File: src/rtl/settrk_pkg.sv
package settrk_pkg;
  typedef enum logic [1:0] {
    BANK_ENTER   = 2'd0,
    BANK_OPERAND = 2'd1,
    BANK_LAST    = 2'd2
  } bank_kind_e;

  localparam int NUM_BANKS = 3;
endpackage

File: src/rtl/settrk_bank.sv
module settrk_bank
  import settrk_pkg::*;
#(
  parameter int         SET_W = 4,
  parameter int         CNT_W = 8,
  parameter bank_kind_e KIND  = BANK_ENTER
) (
  input  logic             clk,
  input  logic             rst_n,
  input  logic             upd_vld,
  input  logic [SET_W-1:0] upd_set,
  input  logic             clr_vld,
  input  logic [SET_W-1:0] clr_set,
  input  logic [SET_W-1:0] rd_set,
  output logic [CNT_W-1:0] rd_val
);
  localparam int         NSETS = 1 << SET_W;
  // The entry bank only counts up; the other two banks only count down.
  localparam logic [CNT_W-1:0] STEP = (KIND == BANK_ENTER) ? CNT_W'(1) : {CNT_W{1'b1}};

  logic [CNT_W-1:0] mem [NSETS];

  // Update port: read-modify-write in one cycle. A clear is written last, so it wins.
  always_ff @(posedge clk or negedge rst_n) begin
    if (!rst_n) begin
      for (int i = 0; i < NSETS; i++) mem[i] <= '0;
    end else begin
      if (upd_vld) mem[upd_set] <= mem[upd_set] + STEP;
      if (clr_vld) mem[clr_set] <= '0;
    end
  end

  // Read port, forwarding this cycle's update and clear.
  always_comb begin
    rd_val = mem[rd_set];
    if (upd_vld && (upd_set == rd_set)) rd_val = rd_val + STEP;
    if (clr_vld && (clr_set == rd_set)) rd_val = '0;
  end
endmodule

File: src/rtl/settrk_query.sv
module settrk_query #(
  parameter int CNT_W = 8
) (
  input  logic             clk,
  input  logic             rst_n,
  input  logic             qry_vld,
  input  logic [CNT_W-1:0] part_a,
  input  logic [CNT_W-1:0] part_b,
  input  logic [CNT_W-1:0] part_c,
  output logic             res_vld,
  output logic [CNT_W-1:0] res_cnt,
  output logic             res_done
);
  logic [CNT_W-1:0] total;

  assign total = part_a + part_b + part_c;

  always_ff @(posedge clk or negedge rst_n) begin
    if (!rst_n) begin
      res_vld  <= 1'b0;
      res_cnt  <= '0;
      res_done <= 1'b0;
    end else begin
      res_vld  <= qry_vld;
      if (qry_vld) res_cnt <= total;
      res_done <= qry_vld && (total == CNT_W'(1));
    end
  end
endmodule

File: src/rtl/set_tracker.sv
module set_tracker
  import settrk_pkg::*;
#(
  parameter int SET_W = 4,
  parameter int CNT_W = 8
) (
  input  logic             clk,
  input  logic             rst_n,
  input  logic             ent_vld,
  input  logic [SET_W-1:0] ent_set,
  input  logic             opd_vld,
  input  logic [SET_W-1:0] opd_set,
  input  logic             last_vld,
  input  logic [SET_W-1:0] last_set,
  input  logic             clr_vld,
  input  logic [SET_W-1:0] clr_set,
  input  logic             qry_vld,
  input  logic [SET_W-1:0] qry_set,
  output logic             res_vld,
  output logic [CNT_W-1:0] res_cnt,
  output logic             res_done
);
  logic             ev_vld [NUM_BANKS];
  logic [SET_W-1:0] ev_set [NUM_BANKS];
  logic [CNT_W-1:0] part   [NUM_BANKS];

  assign ev_vld[0] = ent_vld;
  assign ev_set[0] = ent_set;
  assign ev_vld[1] = opd_vld;
  assign ev_set[1] = opd_set;
  assign ev_vld[2] = last_vld;
  assign ev_set[2] = last_set;

  for (genvar g = 0; g < NUM_BANKS; g++) begin : g_bank
    settrk_bank #(
      .SET_W(SET_W),
      .CNT_W(CNT_W),
      .KIND (bank_kind_e'(g))
    ) u_bank (
      .clk    (clk),
      .rst_n  (rst_n),
      .upd_vld(ev_vld[g]),
      .upd_set(ev_set[g]),
      .clr_vld(clr_vld),
      .clr_set(clr_set),
      .rd_set (qry_set),
      .rd_val (part[g])
    );
  end

  settrk_query #(.CNT_W(CNT_W)) u_query (
    .clk     (clk),
    .rst_n   (rst_n),
    .qry_vld (qry_vld),
    .part_a  (part[0]),
    .part_b  (part[1]),
    .part_c  (part[2]),
    .res_vld (res_vld),
    .res_cnt (res_cnt),
    .res_done(res_done)
  );
endmodule

File: config.mk
export PLATFORM = sky130hd
export DESIGN_NAME = set_tracker
export DESIGN_NICKNAME = d
export VERILOG_FILES = /design/src/rtl/settrk_pkg.sv /design/src/rtl/settrk_bank.sv /design/src/rtl/settrk_query.sv /design/src/rtl/set_tracker.sv
export SDC_FILE = /design/constraint.sdc
export NUM_CORES = 1
export LEC_CHECK = 0
export BUFFER_PORTS_ARGS = -buffer_cell sky130_fd_sc_hd__buf_4
export CELL_PAD_IN_SITES_DETAIL_PLACEMENT = 1
export CELL_PAD_IN_SITES_GLOBAL_PLACEMENT = 2
export CORE_MARGIN = 2
export CORE_UTILIZATION = 44
export CTS_CLUSTER_SIZE = 25
export DETAILED_ROUTE_END_ITERATION = 10
export PLACE_DENSITY_LB_ADDON = 0.1
export RECOVER_POWER = 25
export SETUP_SLACK_MARGIN = 0.1
export SLEW_MARGIN = 20
export SYNTH_ARGS = -nofsm -noshare
export SYNTH_HDL_FRONTEND = slang
export SYNTH_HIERARCHICAL = 1
export SYNTH_SLANG_ARGS = --single-unit
File: constraint.sdc
create_clock -name clk -period 5.09 [get_ports clk]
set_input_delay 0.7635 -clock clk [delete_from_list [all_inputs] [get_ports clk]]
set_output_delay 0.7635 -clock clk [all_outputs]
set_load 0.005 [all_outputs]
# Word-level counts from Yosys, hierarchy flattened
# Cells that the tools add are included.
[op_classes]
magnitude_cmp = 9
n_eq_ne = 5
muxes = 41
n_addsub = 8
bitwise_logic = 9
reduce_logical = 9
[ops]
columns = ["op", "n"]
rows = [
  ["$mux 128", 6],
  ["$and 128x128->128", 3],
  ["$bwmux 128", 3],
  ["$bmux 8 s4", 6],
  ["$mux 8", 22],
  ["$demux 8 s4", 4],
  ["$not 128->128", 1],
  ["$add 8x8->8 const B", 4],
  ["$ge 5x5->1 const B", 5],
  ["$not 4->5", 5],
  ["$lt 5x1->1 const B", 4],
  ["$add 8x1->8 const B", 2],
  ["$add 8x8->8", 2],
  ["$eq 4x4->1", 4],
  ["$logic_and 1x1->1", 9],
  ["$eq 8x1->1 const B", 1],
]
[totals]
in_bits = 27
regBits = 394
word_cells = 132
out_inout_bits = 10

# Depth between registers and ports, before layout
[logic_depth]
ltp_word = 11
mapped_depth = 18

# By module
# Netlist, hierarchy kept.
[by_module_without_submodules]
columns = ["module", "area_each_um2", "cells_each", "instances"]
rows = [
  ["settrk_bank (g_bank[1].u_bank ...)", 7539.7, 664, 2],
  ["settrk_bank (g_bank[0].u_bank)", 7513.5, 629, 1],
  ["settrk_query", 780.7, 62, 1],
]

# Least setup slack after synthesis
# OpenSTA, ideal clock, no wires.
[synth_path]
kind = "in2reg"
start = "input port qry_set[1]"
end = "register u_query.res_done"
path_buffers = 2
slack_ns = 0.115
arrival_ns = 4.895
path_stages = 16
path_cell_list = "clkbuf_1 clkbuf_1 mux4_2 mux4_2 ha_1 mux2i_1 nor2_1 fa_1 ha_1 inv_1 fa_1 and2b_1 o31ai_1 a21boi_1 or4_1 nor3_2"
[synth_rtl]
columns = ["item", "line_no", "rtl"]
rows = [
  ["from (decl)", "set_tracker.sv:18", "input logic [SET_W-1:0] qry_set,"],
  ["to (signal assigned)", "settrk_query.sv:26", "res_done <= qry_vld && (total == CNT_W'(1));"],
  ["to (decl)", "settrk_query.sv:12", "output logic res_done"],
]

==> Implementation_results.wiki <==
{| class="wikitable"
! Metric !! Value
|-
| Floorplan Core Area || 52600 um2
|-
| CP Max Fanout || 10
|-
| Fin. max-slew vios || 96
|-
| Total negative slack || 0 ns
|-
| Largest family of logic cells by synthesized area || multiplexers
|-
| Cts bufs inserted || 47
|-
| Switching part of the total || 0.361
|-
| Crit path capture type || flip-flop
|-
| Highest ir drop seen on vdd || ~0.34 mV
|-
| Worst hold path type || flip-flop to flip-flop
|-
| Cell Count, Final, Fillers Out || 2795
|-
| Count of clock tree sinks || 394
|-
| DR pass1 iterations || 5
|-
| Portion of total power attributed to sequential cells || 0.367
|-
| Routed wire length || approximately 80 mm
|-
| Worst setup SP type || input pin
|-
| Via count of the routed design || around 18000
|-
| Number of filler cells placed in the layout || 5526
|-
| Final clock period utilization by the worst path || 0.879
|-
| Maximum clock skew at final layout || approximately 0.016 ns
|-
| Number of unique standard cell types used by synthesis || 60
|-
| Overall die area || ~55000 um2
|-
| Vias in the first global route || 19000
|-
| Total leakage power || 0.0104 uW
|-
| Weighted congestion reported at the end of routability-driven placement || 0.879
|-
| Proportion of register bits with asynchronous set or reset after synthesis || 1.00
|-
| RR Startpoint || g_bank[0].u_bank/mem[9]$_DFF_PN0_
|-
| Post-place setup slack || 0.0129 ns
|-
| Number of buffers on the longest clock path || 3
|-
| Power per cell area || 500 nW/um2
|-
| Net switching power figure || around 4800 uW
|-
| Setup Viol. Count Final || 0
|-
| Transition at the pin with the smallest max-transition slack || 2.73 ns
|-
| # nets final || 2117
|-
| Clock H-tree levels || 2
|-
| Category of the most critical setup path || input pin to flip-flop
|-
| Count of input and output buffers || 36
|-
| Number of placed cells counting well taps || 2709
|-
| RSZ-0062 raised after global routing || no
|-
| Sequential cell area || 9860 um2
|-
| Global-route usage over all layers || 0.299
|-
| Min setup slack post-route || 0.616 ns
|-
| Internal power summed over all cells || 8470 uW
|-
| Number of synthesized register bits || 394
|-
| Result of the run || finished with violations
|-
| Share of final-layout standard cells stronger than drive strength 1 || 0.266
|-
| Launching element of the worst setup path || qry_set[0]
|-
| Aggregate global routing overflow || 0
|-
| Clock Pin Slew Worst Setup and Hold Paths || 0.06 ns
|-
| Instance count of the mapped netlist || 2019
|-
| Multiplexer area fraction after synthesis || 0.224
|-
| Top-level I/O count || 37
|-
| Clock network fraction of total power || 0.267
|-
| Mean Syn Cell Area || roughly 12 um2
|-
| Gate power share || 0.366
|-
| Last element of the critical path || u_query/res_done$_DFF_PN0_
|-
| TritonCTS clock tree || yes
|-
| First DRT Iteration DRCs || 1376
|-
| Worst R2R End || u_query/res_done$_DFF_PN0_
|-
| Per-cell via count in the routed design || between 6 and 7
|-
| Peak clock frequency supported by timing || roughly 220 MHz
|-
| YS warnings || 6
|-
| Number of antenna violations at the first check in global routing || 2
|-
| Endpoints failing hold || 0
|-
| Placed wire-length estimate after detailed placement || 55.2 mm
|-
| Max-slew headroom at the worst pin || -0.821
|-
| Worst min-delay path startpoint || u_query/res_cnt[1]$_DFFE_PN0P_
|-
| First-pass GRT wire length || approximately 120 mm
|-
| Pin count of the biggest net entering global routing || 122
|-
| Most common cell after layout, fill and taps aside || nor2_1
|-
| Data arrival, critical path || around 5 ns
|-
| Worst-skew pair later-pin latency || 0.59 ns
|-
| Adder-cell area share of the yosys netlist || 0.0133
|-
| Post-CTS Hold Fix Bufs || 0
|-
| Data required, critical path || ~5.6 ns
|-
| Clock root buffer || clkbuf_16
|-
| Failing checks || max-capacitance violations, max-slew violations
|-
| Final critical delay including setup and external delays || 4.47 ns
|-
| Area of the mapped netlist || around 23000 um2
|-
| Prevailing post-synth register cell || dfrtp_1
|-
| Post-synthesis xor/xnor area fraction || 0.0294
|-
| Max cap viols || 1
|-
| Post-synth net total || about 2100
|-
| Fraction of the yosys area taken by sequential cells || 0.422
|-
| Number of cells on the worst reg-to-reg path || 14
|-
| DRC errors left || 0
|-
| Post-CTS setup buffer count || 0
|-
| DIE WIDTH || 234 um
|-
| Initial core utilization || 0.445
|-
| Drt wl/cell || 28.4 um
|-
| Number of flops mapped to enable cells by yosys || 0
|-
| Post-synthesis simple-gate area fraction || 0.123
|-
| Leading cell types in the layout, fill and taps excluded || nor2_1, dfrtp_1, a211oi_1, mux4_2, buf_4
|-
| Remaining antenna violation count || 0
|-
| Count of instances resized after the clock tree is built || 0
|-
| Area taken by multi-input logic gates || 12900 um2
|-
| Compound-cell area share of the yosys netlist || 0.154
|-
| R2r setup slk || about 0.7 ns
|-
| Chip Height || roughly 230 um
|-
| Num rows || 84
|-
| Area Growth Syn to Fin || 13.4%
|}
## per-layer routing
metal  GRT usage  routed length [um]  share of wire  vias up
met4       0.110                2940          0.037        0
li1            -                   -              -     7801
met2       0.476               37200           0.47      519
met1       0.423               35300           0.44     9388
met3      0.0363                3980          0.050      136
met5           0                   0              0        -
## power groups by stage
stage | registers [uW] | clock network (uW) | logic [uW]
after detailed placement | 4880 | 0 | 4820
after global placement | 4830 | 0 | 4650
after global routing | 4980 | 3730 | 5250
after floorplan | 4540 | 0 | 3340
after CTS | 4850 | 3620 | 4840
final | 4870 | 3530 | 4840
## how the worst min path moves through the flow
stage	end	depth (start not counted)
6_report	u_query/res_cnt[1]$_DFFE_PN0P_	1
4_1_cts	g_bank[1].u_bank/mem[124]$_DFF_PN0_	1
3_3_place_gp	u_query/res_cnt[0]$_DFFE_PN0P_	1
5_1_grt	u_query/res_cnt[1]$_DFFE_PN0P_	1
3_5_place_dp	u_query/res_cnt[1]$_DFFE_PN0P_	1
2_1_floorplan	g_bank[0].u_bank/mem[0]$_DFF_PN0_	0
## metrics by stage
step,area [um2],hold WS [ns],power (uW),utilization
floorplan,23400,0.468,7880,-
global placement,24800,0.491,9480,0.473
finish,26500,0.521,13200,0.504
CTS,26500,0.251,13300,0.504
detailed placement,24900,0.498,9700,0.473
global route,26500,0.548,14000,0.504
## synth_stat cells, types with 18 or more instances
cell type	number	area share
xnor2_1	30	0.011
mux2i_1	28	0.012
xor2_1	33	0.012
buf_2	25	0.0054
dfrtp_1	394	0.42
a211oi_1	307	0.099
a211oi_2	54	0.029
clkbuf_1	81	0.013
a22oi_1	30	0.0096
nor3_1	38	0.0081
buf_1	24	0.0039
mux4_2	205	0.20
nor2_1	476	0.076
a21oi_1	22	0.0047
nand2_1	44	0.0071
nand3_1	18	0.0039
## layout make-up
class | instances | area share
Inverter | 12 | 0.00170
Clock buffer | 73 | 0.0531
Multi-Input combinational cell | 1459 | 0.486
Tap cell | 688 | 0.0325
Antenna cell | 1 | 0.0000944
Clock inverter | 12 | 0.00718
Sequential cell | 394 | 0.372
Timing Repair Buffer | 156 | 0.0479
## cells by family (layout without fill, tap and decap cells)
logic type	count (synthesis)	count (layout)
fa+ha+maj	20	20
mux	256	256
xor+xnor	70	70
flops	394	394
compound gates	451	451
buf+inv	166	253
simple gates	662	662
other cells	0	1
## registers in the layout (all words and copies together), names as in the netlist
| name | flops |
|---|---|
| g_bank.u_bank/mem | 384 |
| u_query/res_cnt | 8 |
| u_query/res_done | 1 |
| u_query/res_vld | 1 |
## worst max-delay path, stage by stage
cell and delay, ns:
buf_6 0.18, buf_12 0.15, mux4_2 0.49, mux4_2 0.51, ha_1 0.32, mux2i_1 0.14, nor2_1 0.09, fa_1 0.54
ha_1 0.16, inv_1 0.06, fa_1 0.45, and2b_1 0.23, o31ai_1 0.08, a21boi_1 0.15, or4_1 0.52, nor3_2 0.11
Power figures use the tool's default switching activity.
